--- config.mk ---
export PLATFORM = sky130hd
export DESIGN_NAME = can_irq_capture
export DESIGN_NICKNAME = d
export VERILOG_FILES = /design/src/rtl/can_irq_capture.sv
export SDC_FILE = /design/constraint.sdc
export NUM_CORES = 1
export LEC_CHECK = 0
export ABC_AREA = 0
export BUFFER_PORTS_ARGS = -buffer_cell sky130_fd_sc_hd__buf_2
export CAP_MARGIN = 10
export CORE_ASPECT_RATIO = 1.1
export CORE_MARGIN = 3
export CORE_UTILIZATION = 41
export CTS_CLUSTER_DIAMETER = 200
export DETAILED_ROUTE_END_ITERATION = 12
export PLACE_DENSITY = 0.67
export SLEW_MARGIN = 30
export SYNTH_ARGS = -nofsm -noshare
export SYNTH_HDL_FRONTEND = slang
export SYNTH_SLANG_ARGS = --single-unit
--- constraint.sdc ---
create_clock -name clk -period 2.2 [get_ports clk]
set_clock_uncertainty 0.15 [all_clocks]
set_input_delay 0.55 -clock clk [delete_from_list [all_inputs] [get_ports clk]]
set_output_delay 0.55 -clock clk [all_outputs]
set_load 0.02 [all_outputs]
--- src/rtl/can_irq_capture.sv ---
module can_irq_capture #(
  parameter int AW    = 2,
  parameter int DW    = 8,
  parameter int ARB_W = 5,
  parameter int ECC_W = 8
) (
  input  logic             clk,
  input  logic             rst_n,
  input  logic             in_reset_mode,
  input  logic             bus_rd,
  input  logic             bus_wr,
  input  logic [AW-1:0]    bus_addr,
  input  logic [DW-1:0]    bus_wdata,
  output logic [DW-1:0]    bus_rdata,
  input  logic             rx_pending,
  input  logic             ev_tx,
  input  logic             ev_warn,
  input  logic             ev_passive,
  input  logic             ev_arb,
  input  logic [ARB_W-1:0] arb_pos,
  input  logic             ev_berr,
  input  logic [ECC_W-1:0] berr_code
  ,output logic            irq_o
);
  localparam logic [AW-1:0] A_STAT = AW'(0);
  localparam logic [AW-1:0] A_EN   = AW'(1);
  localparam logic [AW-1:0] A_ARB  = AW'(2);
  localparam logic [AW-1:0] A_ECC  = AW'(3);

  logic [7:0]       en_q;
  logic [7:1]       pend_q;
  logic             arb_lock, ecc_lock;
  logic [ARB_W-1:0] arb_cap;
  logic [ECC_W-1:0] ecc_cap;

  wire rd_stat = bus_rd && (bus_addr == A_STAT);
  wire rd_arb  = bus_rd && (bus_addr == A_ARB);
  wire rd_ecc  = bus_rd && (bus_addr == A_ECC);
  wire wr_en   = bus_wr && (bus_addr == A_EN) && in_reset_mode;

  wire arb_take = ev_arb  && !arb_lock;
  wire ecc_take = ev_berr && !ecc_lock;

  wire [7:1] ev_vec  = {ecc_take, arb_take, ev_passive, 2'b00, ev_warn, ev_tx};
  wire [7:1] set_vec = ev_vec & en_q[7:1];
  wire [7:0] stat    = {pend_q, rx_pending & en_q[0]};

  assign irq_o = |(stat & en_q);

  always_ff @(posedge clk or negedge rst_n) begin
    if (!rst_n) begin
      en_q     <= '0;
      pend_q   <= '0;
      arb_lock <= 1'b0;
      ecc_lock <= 1'b0;
      arb_cap  <= '0;
      ecc_cap  <= '0;
    end else begin
      pend_q   <= set_vec | (rd_stat ? 7'd0 : pend_q);
      arb_lock <= arb_take | (arb_lock & ~rd_arb);
      ecc_lock <= ecc_take | (ecc_lock & ~rd_ecc);
      if (arb_take) arb_cap <= arb_pos;
      if (ecc_take) ecc_cap <= berr_code;
      if (wr_en)    en_q    <= bus_wdata[7:0];
    end
  end

  always_comb begin
    bus_rdata = '0;
    case (bus_addr)
      A_STAT:  bus_rdata[7:0]       = stat;
      A_EN:    bus_rdata[7:0]       = en_q;
      A_ARB:   bus_rdata[ARB_W-1:0] = arb_cap;
      A_ECC:   bus_rdata[ECC_W-1:0] = ecc_cap;
      default: bus_rdata            = '0;
    endcase
  end
endmodule


# ---- After elaboration in Yosys (flattened, before gate mapping)
# Index checks and enable logic that the tools add are counted.
# W data, S select, Z words.
dict set report word_totals {
  ff_bits 30
  input_bits 34
}
dict set report classes {
  eq_ne 3
  muxes 3
  bitwise_logic 10
  reduce_logical 11
}
# operator count
set ops {}
lappend ops {{$pmux W5 S4} 1}
lappend ops {{$pmux W3 S3} 1}
lappend ops {{$and A8 B8 Y8} 1}
lappend ops {{$reduce_or A8 Y1} 1}
lappend ops {{$and A7 B7 Y7} 1}
lappend ops {{$logic_and A1 B1 Y1} 7}
lappend ops {{$mux W7} 1}
lappend ops {{$or A7 B7 Y7} 1}
lappend ops {{$eq A2 B2 Y1 const B} 2}
lappend ops {{$and A1 B1 Y1} 3}
lappend ops {{$eq A2 B1 Y1 const B} 1}
lappend ops {{$logic_not A1 Y1} 2}
lappend ops {{$logic_not A2 Y1} 1}
lappend ops {{$not A1 Y1} 2}
lappend ops {{$or A1 B1 Y1} 2}

# ---- Longest topological paths before layout
# Gate-level depths: netlist of run 1.
dict set report logic_depth {
  word_depth 5
  mapped_depth 4
  ltp_nobuf 2
}

# ---- Least setup slack after synthesis of run 1
# OpenSTA, ideal clock, no wires.
dict set report synth_path {
  path_kind {input -> output}
  from {input port bus_addr[0]}
  to {output port bus_rdata[5]}
  arrival_time_ps 1445
  slack_ps 55
  cell_stages 4
  path_cell_list {buf_6 buf_2 mux2i_1 o21ai_0}
}
dict set report synth_between {
  elab_chain_len 2
  elab_cells_between_ends 4
}
# element line
set synth_rtl {}
lappend synth_rtl {{from (decl)} 12} ;# input logic [AW-1:0] bus_addr,
lappend synth_rtl {{$eq A2 B2 Y1 (tied with other cells)} 70} ;# case (bus_addr)
lappend synth_rtl {{$pmux W3 S3 (*)} 70}
lappend synth_rtl {{to (decl)} 14} ;# output logic [DW-1:0] bus_rdata,
# Mark *: on every way between the ends. The rest lies on a longest branch, timed or not.

# ---- Final worst setup path of run 1
dict set report layout_path {
  from {input port bus_addr[0]}
  to {output port bus_rdata[3]}
}
dict set report layout_between {
  elab_chain_len 2
  elab_cells_between_ends 5
}
# element line
set layout_rtl {}
lappend layout_rtl {{$eq A2 B2 Y1 (tied with other cells)} 70}
lappend layout_rtl {{$pmux W5 S4 (*)} 70}
# Marked as above.

==> results of run 1 <==
-- critical path: cells and delay by family --
family	cells	cell delay (ns)
multiplexers	1	0.34
buffers and inverters	2	0.34
AO/OA/AOI/OAI	1	0.23
-- worst paths after layout --
kind,start,end,slack [ns]
max in group asynchronous,rst_n,arb_cap[3],1.43
min in group clk,arb_pos[1],arb_cap[1],0.30
min,rst_n,pend_q[7],0.07
min reg2reg,arb_lock,arb_lock,0.35
max reg2reg,arb_lock,arb_cap[3],0.67
max,bus_addr[0],bus_rdata[3],0.05
-- kinds of logic (layout without fill, tap and decap cells) --
logic type | after synthesis | after routing | share of synthesized area, %
AO/OA/AOI/OAI | 16 | 16 | 9.152
AND/OR/NAND/NOR | 11 | 11 | 6.647
buffers and inverters | 5 | 50 | 2.408
multiplexers | 30 | 30 | 27.84
flip-flops | 28 | 28 | 53.95
-- cell usage in the layout (no fill, tap or decap) --
cell type  instances
a21o_1             2
a22o_1             7
a22oi_1            3
buf_2             41
buf_4              4
clkbuf_4           4
clkbuf_8           1
dfrtp_1           28
mux2_2            23
mux2i_1            5
mux4_1             2
nand3_1            5
nand3b_1           1
nand4b_4           1
nor2b_1            3
o21ai_0            4
or3b_4             1
-- cell type report --
cell class / count / area [sq um]
timing repair buffer: 46 / 242.7
sequential: 28 / 700.7
multi-input combinational: 57 / 566.8
clock buffer: 4 / 36.28
fill: 258 / 1315
tap: 33 / 41.29
-- power breakdown --
part | total, mW | leakage, nW | internal [mW] | switching [mW]
Sequential | 0.831 | 0.326 | 0.713 | 0.118
Clock | 0.243 | 0.0210 | 0.101 | 0.142
Combinational | 0.554 | 0.419 | 0.315 | 0.240
Total | 1.63 | 0.767 | 1.13 | 0.500
-- sequential cells by signal, summed over array words and instances (netlist names) --
| signal | count |
|---|---|
| ecc_cap | 8 |
| en_q | 8 |
| arb_cap | 5 |
| pend_q | 5 |
| arb_lock | 1 |
| ecc_lock | 1 |
-- metal layers --
layer,global-route usage (%),up-vias
met5,0,-
met4,4.986,0
met3,3.386,2
met2,24.32,24
met1,17.83,445
li1,-,432
-- what timing repair did --
action                     in CTS  in global routing
setup endpoints to repair       0                  1
resized for setup               0                  1
hold endpoints to repair        0                  0
hold buffers                    0                  0
setup buffers                   0                  0
==> metrics.yaml, run 1 <==
setup_path:
  crit_path_max_incr_delay_ns: 0.34
  crit_arrival_ns: 1.45
  worstSetupStartpointType: "input pin"
  critPathCaptureType: "output port"
  crit_chain: "clkbuf_4 > mux2_2 > a22o_1 > buf_2"
  path_class: "in -> out"
  cp_slowest_cell: "mux2_2"
  r2r_cells: 3
  worstPathMaxFanout: 7
  required_ns: 1.50
synth:
  netlist_top_cells_count: "28 x dfrtp_1, 23 x mux2_2, 7 x a22o_1"
  synthCells: 90
  yosys.area.top_type_share_pct: 53.95
  synth_area_leaders: "dfrtp_1 54%, mux2_2 20%, a22o_1 4.7%"
  synth-seq-area-share_pct: 53.95
  synth_edf_count: 0
  yosys_warnings: 0
  synth.avg_cell_area_sq_um: 14.43
  synth_cell_types: 15
  ys.flop_type: "dfrtp_1"
  ys_ff_latch: 28
  synth_top_area_cell: "dfrtp_1"
  synthArstFlopShare_pct: 100.0
  yosys.cell_count.top_type: "dfrtp_1"
  syn-cell-area_sq_mm: 0.001299
  syn_nets: 124
floorplanning:
  core.rowCount: 20
  die_h_um: 65.03
  chipWidth_um: 59.66
  dieArea_sq_mm: 0.003880
  core_region_area_sq_mm: 0.002903
  ios: 43
  initial_utilization_pct: 44.74
cts:
  cts-htree-levels: 1
  cts_tree: "built"
  cts-buffers-inserted: 3
  cts_num_sinks: 28
  clock_latency_ns: 0.32
  cts_root_buf: "clkbuf_4"
  clkTransAtPathRegs_ns: 0.15
  cts_buffer_depth: 2
hold_path:
  hold_path.class: "in -> async"
placement:
  place_inst: 164
  placed_area_sq_mm: 0.001549
  gp_congestion: 0.7552
  dp_hpwl_mm: 1.982
  port_buffers: 42
  pre_cts_ws_ns: 0.01061
run:
  drv_cap: 0
global_route:
  grt_pass1_wl_mm: 4.264
  first_global_vias: 961
  antenna_found_initial: 0
  grt_usage_pct: 14.48
  overflow: 0
  grt_max_degree: 29
sta:
  period_minus_slack_ns: 2.154
  fin_crit_sh_pct: 97.91
  layout_setup_ws_ns: 0.04599
  worstMarginPinSlew_ns: 0.6174
  rsz0062_at_grt: "false"
  hold_viol_final: 0
  holdWs_ns: 0.06770
  max_freq_mhz: 464.3
  slew_headroom_pct: 58.84
  setup_viol: 0
  setup_tns_ns: 0
  drv_slew: 0
detailed_routing:
  first_pass_iters: 4
  wl_mm: 2.628
  top_layer_used: "met4"
  drc: 0
  viasPerCell: 5.375
  drt_iter0_markers: 17
  dr_wl_met3_um: 178
  wl_met1_mm: 1.155
  vias: 903
  met2_wirelength_mm: 1.276
  wire_per_inst_um: 15.64
  postRouteAntennaNets: 0
pwr:
  p_leak_nw: 0.7667
  power.total_mw: 1.629
  power-per-cell-area_mw_per_mm2: 1026
  irDropWorstVdd_v: 0.0005503
final_layout:
  design_area_sq_mm: 0.001588
  layout.cells.non_filler: 168
  syn2layout_area_growth_pct: 22.25
  layout-drive-gt1-share_pct: 55.56
  diodes: 0
  nNetsFinal: 170
  final_util_pct: 54.70
run_status:
  status: "complete, no violations"
(Power assumes the default switching activity.)
==> run 2: changes to the inputs <==
--- a/config.mk
+++ b/config.mk
@@ -11,6 +11,7 @@
 export CORE_ASPECT_RATIO = 1.1
 export CORE_MARGIN = 3
 export CORE_UTILIZATION = 41
+export CTS_BUF_LIST = sky130_fd_sc_hd__clkbuf_4
 export CTS_CLUSTER_DIAMETER = 200
 export DETAILED_ROUTE_END_ITERATION = 12
 export PLACE_DENSITY = 0.67
==> metrics.yaml, run 2 (same netlist as run 1, synthesis figures left out) <==
global_route:
  antenna_found_initial: 0  # unchanged
  overflow: 0  # unchanged
  first_global_vias: 961  # unchanged
  grt.busiest_layer: "met2"
  grt_usage_pct: 14.48  # unchanged
  grtUsageMet3_pct: 3.386  # unchanged
  grt_pass1_wl_mm: 4.264  # unchanged
  grt_max_degree: 29  # unchanged
  grtUsageMet1_pct: 17.83  # unchanged
  met2_usage_pct: 24.32  # unchanged
final_layout:
  reg.largest.list: "ecc_cap (8), en_q (8)"
  diodes: 0  # unchanged
  final_common_cell: "buf_2"
  multi_input_area_sq_um: 566.8  # unchanged
  nNetsFinal: 170  # unchanged
  layout.cells.non_filler: 168  # unchanged
  final_util_pct: 54.35  # -0.34 points
  design_area_sq_mm: 0.001578  # -0.63%
  mostFrequentLayoutCells: "41 x buf_2, 28 x dfrtp_1, 23 x mux2_2, 7 x a22o_1"
  fillers: 259  # +0.39%
  regArea_sq_um: 700.7  # unchanged
  layout-drive-gt1-share_pct: 54.81  # -0.74 points
  syn2layout_area_growth_pct: 21.48
sta:
  drv_slew: 0  # unchanged
  rsz0062_at_grt: "false"
  fin_crit_sh_pct: 97.91  # unchanged
  slew_headroom_pct: 58.84  # unchanged
  hold_viol_final: 0  # unchanged
  period_minus_slack_ns: 2.154  # unchanged
  setup_tns_ns: 0  # unchanged
  max_freq_mhz: 464.3  # unchanged
  worstMarginPinSlew_ns: 0.6174  # unchanged
  setup_viol: 0  # unchanged
detailed_routing:
  wire_per_inst_um: 15.64  # unchanged
  viasPerCell: 5.375  # unchanged
  drc: 0  # unchanged
  vias: 903  # unchanged
  postRouteAntennaNets: 0  # unchanged
  wl_mm: 2.628  # unchanged
  drt_iter0_markers: 17  # unchanged
  first_pass_iters: 4  # unchanged
pwr:
  p_clk_share_pct: 13.0  # -1.9 points
  combPwrFrac_pct: 34.8  # +0.8 points
  p_seq_share_pct: 52.2  # +1.2 points
  power.total_mw: 1.593  # -2.2%
  swShare_pct: 31.30  # +0.61 points
  power-per-cell-area_mw_per_mm2: 1010  # -1.6%
  p_leak_nw: 0.7611  # -0.73%
  irDropWorstVdd_v: 0.0005503  # about the same
  power_switching_uw: 498.6  # -0.27%
  cell_internal_pwr_mw: 1.094  # -3.1%
cts:
  cts_tree: "built"
  cts_num_sinks: 28  # unchanged
  cts_root_buf: "clkbuf_4"
  cts_buffer_depth: 2  # unchanged
  cts_resized: 0  # unchanged
  hold_buffers: 0  # unchanged
  cts-htree-levels: 1  # unchanged
  clkTransAtPathRegs_ns: 0.15  # about the same
  cts-buffers-inserted: 3  # unchanged
  cts_setup_buffers: 0  # unchanged
  clock_latency_ns: 0.32  # about the same
placement:
  placed_area_sq_mm: 0.001549  # unchanged
  dp_hpwl_mm: 1.982  # unchanged
  port_buffers: 42  # unchanged
  gp_congestion: 0.7552  # unchanged
  place_inst: 164  # unchanged
floorplanning:
  die_h_um: 65.03  # unchanged
  core_region_area_sq_mm: 0.002903  # unchanged
  dieArea_sq_mm: 0.003880  # unchanged
  chipWidth_um: 59.66  # unchanged
  core.rowCount: 20  # unchanged
  ios: 43  # unchanged
  initial_utilization_pct: 44.74  # unchanged
run:
  drv_cap: 0  # unchanged
setup_path:
  required_ns: 1.50  # about the same
  critPathCaptureType: "output port"
  worstPathMaxFanout: 7  # unchanged
  worstSetupStartpointType: "input pin"
  crit_arrival_ns: 1.45  # about the same
  path_class: "in -> out"
hold_path:
  hold_path.class: "in -> async"
run_status:
  status: "complete, no violations"
-- run 2: changes by cell type in the layout (fill, tap and decap cells not counted), sizes merged --
cell    previous run  this run
clkbuf             5         4
clkinv             0         1
-- run 2: worst paths after layout --
path                             start      endpoint  slack [ns]  cells past startpoint
hold reg to reg               arb_lock      arb_lock        0.35                      1
setup reg to reg              arb_lock    arb_cap[3]        0.67                      3
hold / removal                   rst_n     pend_q[7]        0.07                      1
setup / recovery           bus_addr[0]  bus_rdata[3]        0.05                      4
min in group clk            arb_pos[1]    arb_cap[1]        0.30                      2
max in group asynchronous        rst_n    arb_cap[3]        1.42                      1
-- run 2: power groups by stage --
stage	clock network, mW	logic [mW]	registers, mW
after floorplan	0	0.416	0.805
after global placement	0	0.542	0.837
after detailed placement	0	0.562	0.846
after CTS	0.224	0.565	0.833
after global routing	0.240	0.610	0.862
final	0.207	0.554	0.831
-- run 2: critical path, cell delays in order --
cell      delay, ns
clkbuf_4       0.18
mux2_2         0.34
a22o_1         0.23
buf_2          0.16
-- run 2: cell type report --
class,instances,share of cell area [%]
Clock buffer,3,1.427
Sequential cell,28,44.41
Clock inverter,1,0.2379
Multi-Input combinational cell,57,35.92
Tap cell,33,2.617
Timing Repair Buffer,46,15.38
-- run 2: stage by stage --
step | hold slack [ns] | setup slack [ns]
global route | 0.08970 | 0.02470
global placement | 0.3113 | 0.03177
detailed placement | 0.3275 | 0.01061
floorplan | 0.1044 | 0.05456
CTS | 0.08347 | 0.007051
finish | 0.06770 | 0.04599
-- run 2: layer usage --
metal / part of all wire [%] / vias to the layer above
met3: 6.8 / 2
met4: 0.68 / 0
li1: - / 432
met5: 0 / -
met2: 49 / 24
met1: 44 / 445
==> run 3: changes to the inputs <==
--- a/config.mk
+++ b/config.mk
@@ -14,7 +14,7 @@
 export CTS_BUF_LIST = sky130_fd_sc_hd__clkbuf_4
 export CTS_CLUSTER_DIAMETER = 200
 export DETAILED_ROUTE_END_ITERATION = 12
-export PLACE_DENSITY = 0.67
+export PLACE_DENSITY = 0.74
 export SLEW_MARGIN = 30
 export SYNTH_ARGS = -nofsm -noshare
 export SYNTH_HDL_FRONTEND = slang
==> metrics.yaml, run 3 (same netlist as run 1, synthesis figures left out) <==
sta:
  hold_viol_final: 0  # unchanged
  setup_tns_ns: 0  # unchanged
  worstMarginPinSlew_ns: 0.6140  # -0.003448 ns
  setup_viol: 0  # unchanged
  fin_crit_sh_pct: 96.96  # -0.95 points
  slew_headroom_pct: 59.07  # +0.23 points
  drv_slew: 0  # unchanged
  max_freq_mhz: 468.8  # +0.98%
  layout_setup_ws_ns: 0.06690  # +0.02091 ns
  period_minus_slack_ns: 2.133  # -0.02091 ns
pwr:
  combPwrFrac_pct: 33.0  # -1.8 points
  power-per-cell-area_mw_per_mm2: 1080  # +7.0%
  p_leak_nw: 0.7754  # +1.9%
  swShare_pct: 29.46  # -1.8 points
  power.total_mw: 1.739  # +9.2%
  p_seq_share_pct: 47.7  # -4.5 points
  cell_internal_pwr_mw: 1.227  # +12%
  power_switching_uw: 512.2  # +2.7%
  irDropWorstVdd_v: 0.0005974  # +8.6%
  p_clk_share_pct: 19.3  # +6.3 points
final_layout:
  diodes: 0  # unchanged
  reg.largest.list: "ecc_cap (8), en_q (8)"
  layout-drive-gt1-share_pct: 56.62  # +1.8 points
  mostFrequentLayoutCells: "40 x buf_2, 28 x dfrtp_1, 23 x mux2_2, 7 x a22o_1, 7 x buf_4"
  final_common_cell: "buf_2"
  nNetsFinal: 171  # +0.59%
  multi_input_area_sq_um: 563.0  # -0.66%
  regArea_sq_um: 700.7  # unchanged
  syn2layout_area_growth_pct: 23.99
  layout.cells.non_filler: 169  # +0.60%
  fillers: 252  # -2.7%
floorplanning:
  ios: 43  # unchanged
  initial_utilization_pct: 44.74  # unchanged
  chipWidth_um: 59.66  # unchanged
  core_region_area_sq_mm: 0.002903  # unchanged
  core.rowCount: 20  # unchanged
  dieArea_sq_mm: 0.003880  # unchanged
  die_h_um: 65.03  # unchanged
global_route:
  grt_usage_pct: 15.09  # +0.61 points
  overflow: 0  # unchanged
  grt_max_degree: 29  # unchanged
  grt_pass1_wl_mm: 4.450  # +4.4%
  first_global_vias: 942  # -2.0%
  antenna_found_initial: 0  # unchanged
cts:
  cts_tree: "built"
  cts_buffer_depth: 2  # unchanged
  hold_buffers: 0  # unchanged
  cts-buffers-inserted: 3  # unchanged
  cts-htree-levels: 1  # unchanged
  clock_latency_ns: 0.33  # about the same
  cts_root_buf: "clkbuf_4"
  clkTransAtPathRegs_ns: 0.15  # about the same
  cts_num_sinks: 28  # unchanged
detailed_routing:
  vias: 908  # +0.55%
  postRouteAntennaNets: 0  # unchanged
  wire_per_inst_um: 15.54  # -0.67%
  first_pass_iters: 6  # +2
  viasPerCell: 5.373  # about the same
  drt_iter0_markers: 40  # +23
  drc: 0  # unchanged
  wl_mm: 2.626  # about the same
setup_path:
  crit_arrival_ns: 1.43  # -0.02 ns
  crit_path_max_incr_delay_ns: 0.50  # +0.16 ns
  crit_chain: "mux4_1 > buf_2"
  r2r_cells: 3  # unchanged
  r2r-end: "arb_cap[4]"
  critPathCaptureType: "output port"
  reg2reg_setup_slack_ns: 0.87  # +0.20 ns
  worstPathMaxFanout: 4  # -3
  cp_slowest_cell: "mux4_1"
  required_ns: 1.50  # about the same
  path_class: "reg -> out"
  worstSetupStartpointType: "flop"
  regToRegStartpoint: "arb_lock"
placement:
  gp_congestion: 0.7780  # +3.0%
  pre_cts_ws_ns: 0.0007809  # -0.009827 ns
  place_inst: 163  # -0.61%
  dp_hpwl_mm: 1.961  # -1.1%
  port_buffers: 42  # unchanged
run_status:
  status: "complete, no violations"
run:
  drv_cap: 0  # unchanged
hold_path:
  hold_path.class: "in -> async"
-- run 3: worst max-delay path by stage --
stage	startpoint	end	slack, ns	depth (start not counted)
2_1_floorplan	bus_addr[0]	bus_rdata[5]	0.05	4
3_3_place_gp	bus_addr[0]	bus_rdata[2]	0.005	3
3_5_place_dp	bus_addr[0]	bus_rdata[2]	0.0008	3
4_1_cts	en_q[2]	bus_rdata[2]	0.04	2
5_1_grt	en_q[1]	bus_rdata[1]	-0.00002	2
6_report	en_q[1]	bus_rdata[1]	0.07	2
-- run 3: metal layers --
metal  GRT usage (%)  vias to the layer above  wire, um
met5               0                        -         0
met4           4.986                        0        29
met3           2.789                        4       229
met2           24.32                       38      1172
met1           20.10                      435      1195
li1                -                      431         -
-- run 3: repair_timing --
action	4_1_cts	5_1_grt
endpoints found under the setup margin	1	1
gates resized for setup	1	2
hold endpoints to repair	0	0
buffers inserted	0	2
-- run 3: stage by stage --
step	hold WS [ns]	instance area [sq um]	util (%)
after CTS	0.06606	1597	55.00
after global routing	0.07250	1610	55.47
final	0.05554	1610	55.47
after floorplan	0.1044	1299	-
after global placement	0.3139	1541	53.10
after detailed placement	0.3188	1541	53.10
-- run 3: final cells by class --
class,count,share of cell area [%]
well taps,33,2.564
clock inverters,1,1.865
clock buffers,3,1.399
multi-input cells,57,34.97
repair buffers,47,15.70
flip-flops and latches,28,43.51
-- run 3: power groups by stage --
| stage | combinational (mW) | clock (mW) | sequential (mW) |
|---|---|---|---|
| CTS | 0.562 | 0.346 | 0.835 |
| global route | 0.636 | 0.365 | 0.865 |
| global placement | 0.545 | 0 | 0.832 |
| detailed placement | 0.561 | 0 | 0.846 |
| finish | 0.573 | 0.336 | 0.830 |
| floorplan | 0.416 | 0 | 0.805 |
-- run 3: worst max-delay path, delay by kind of cell (launching register included) --
family / cells / cell delay [ns]
multiplexers: 1 / 0.50
buffers and inverters: 1 / 0.17
flip-flops: 1 / 0.43
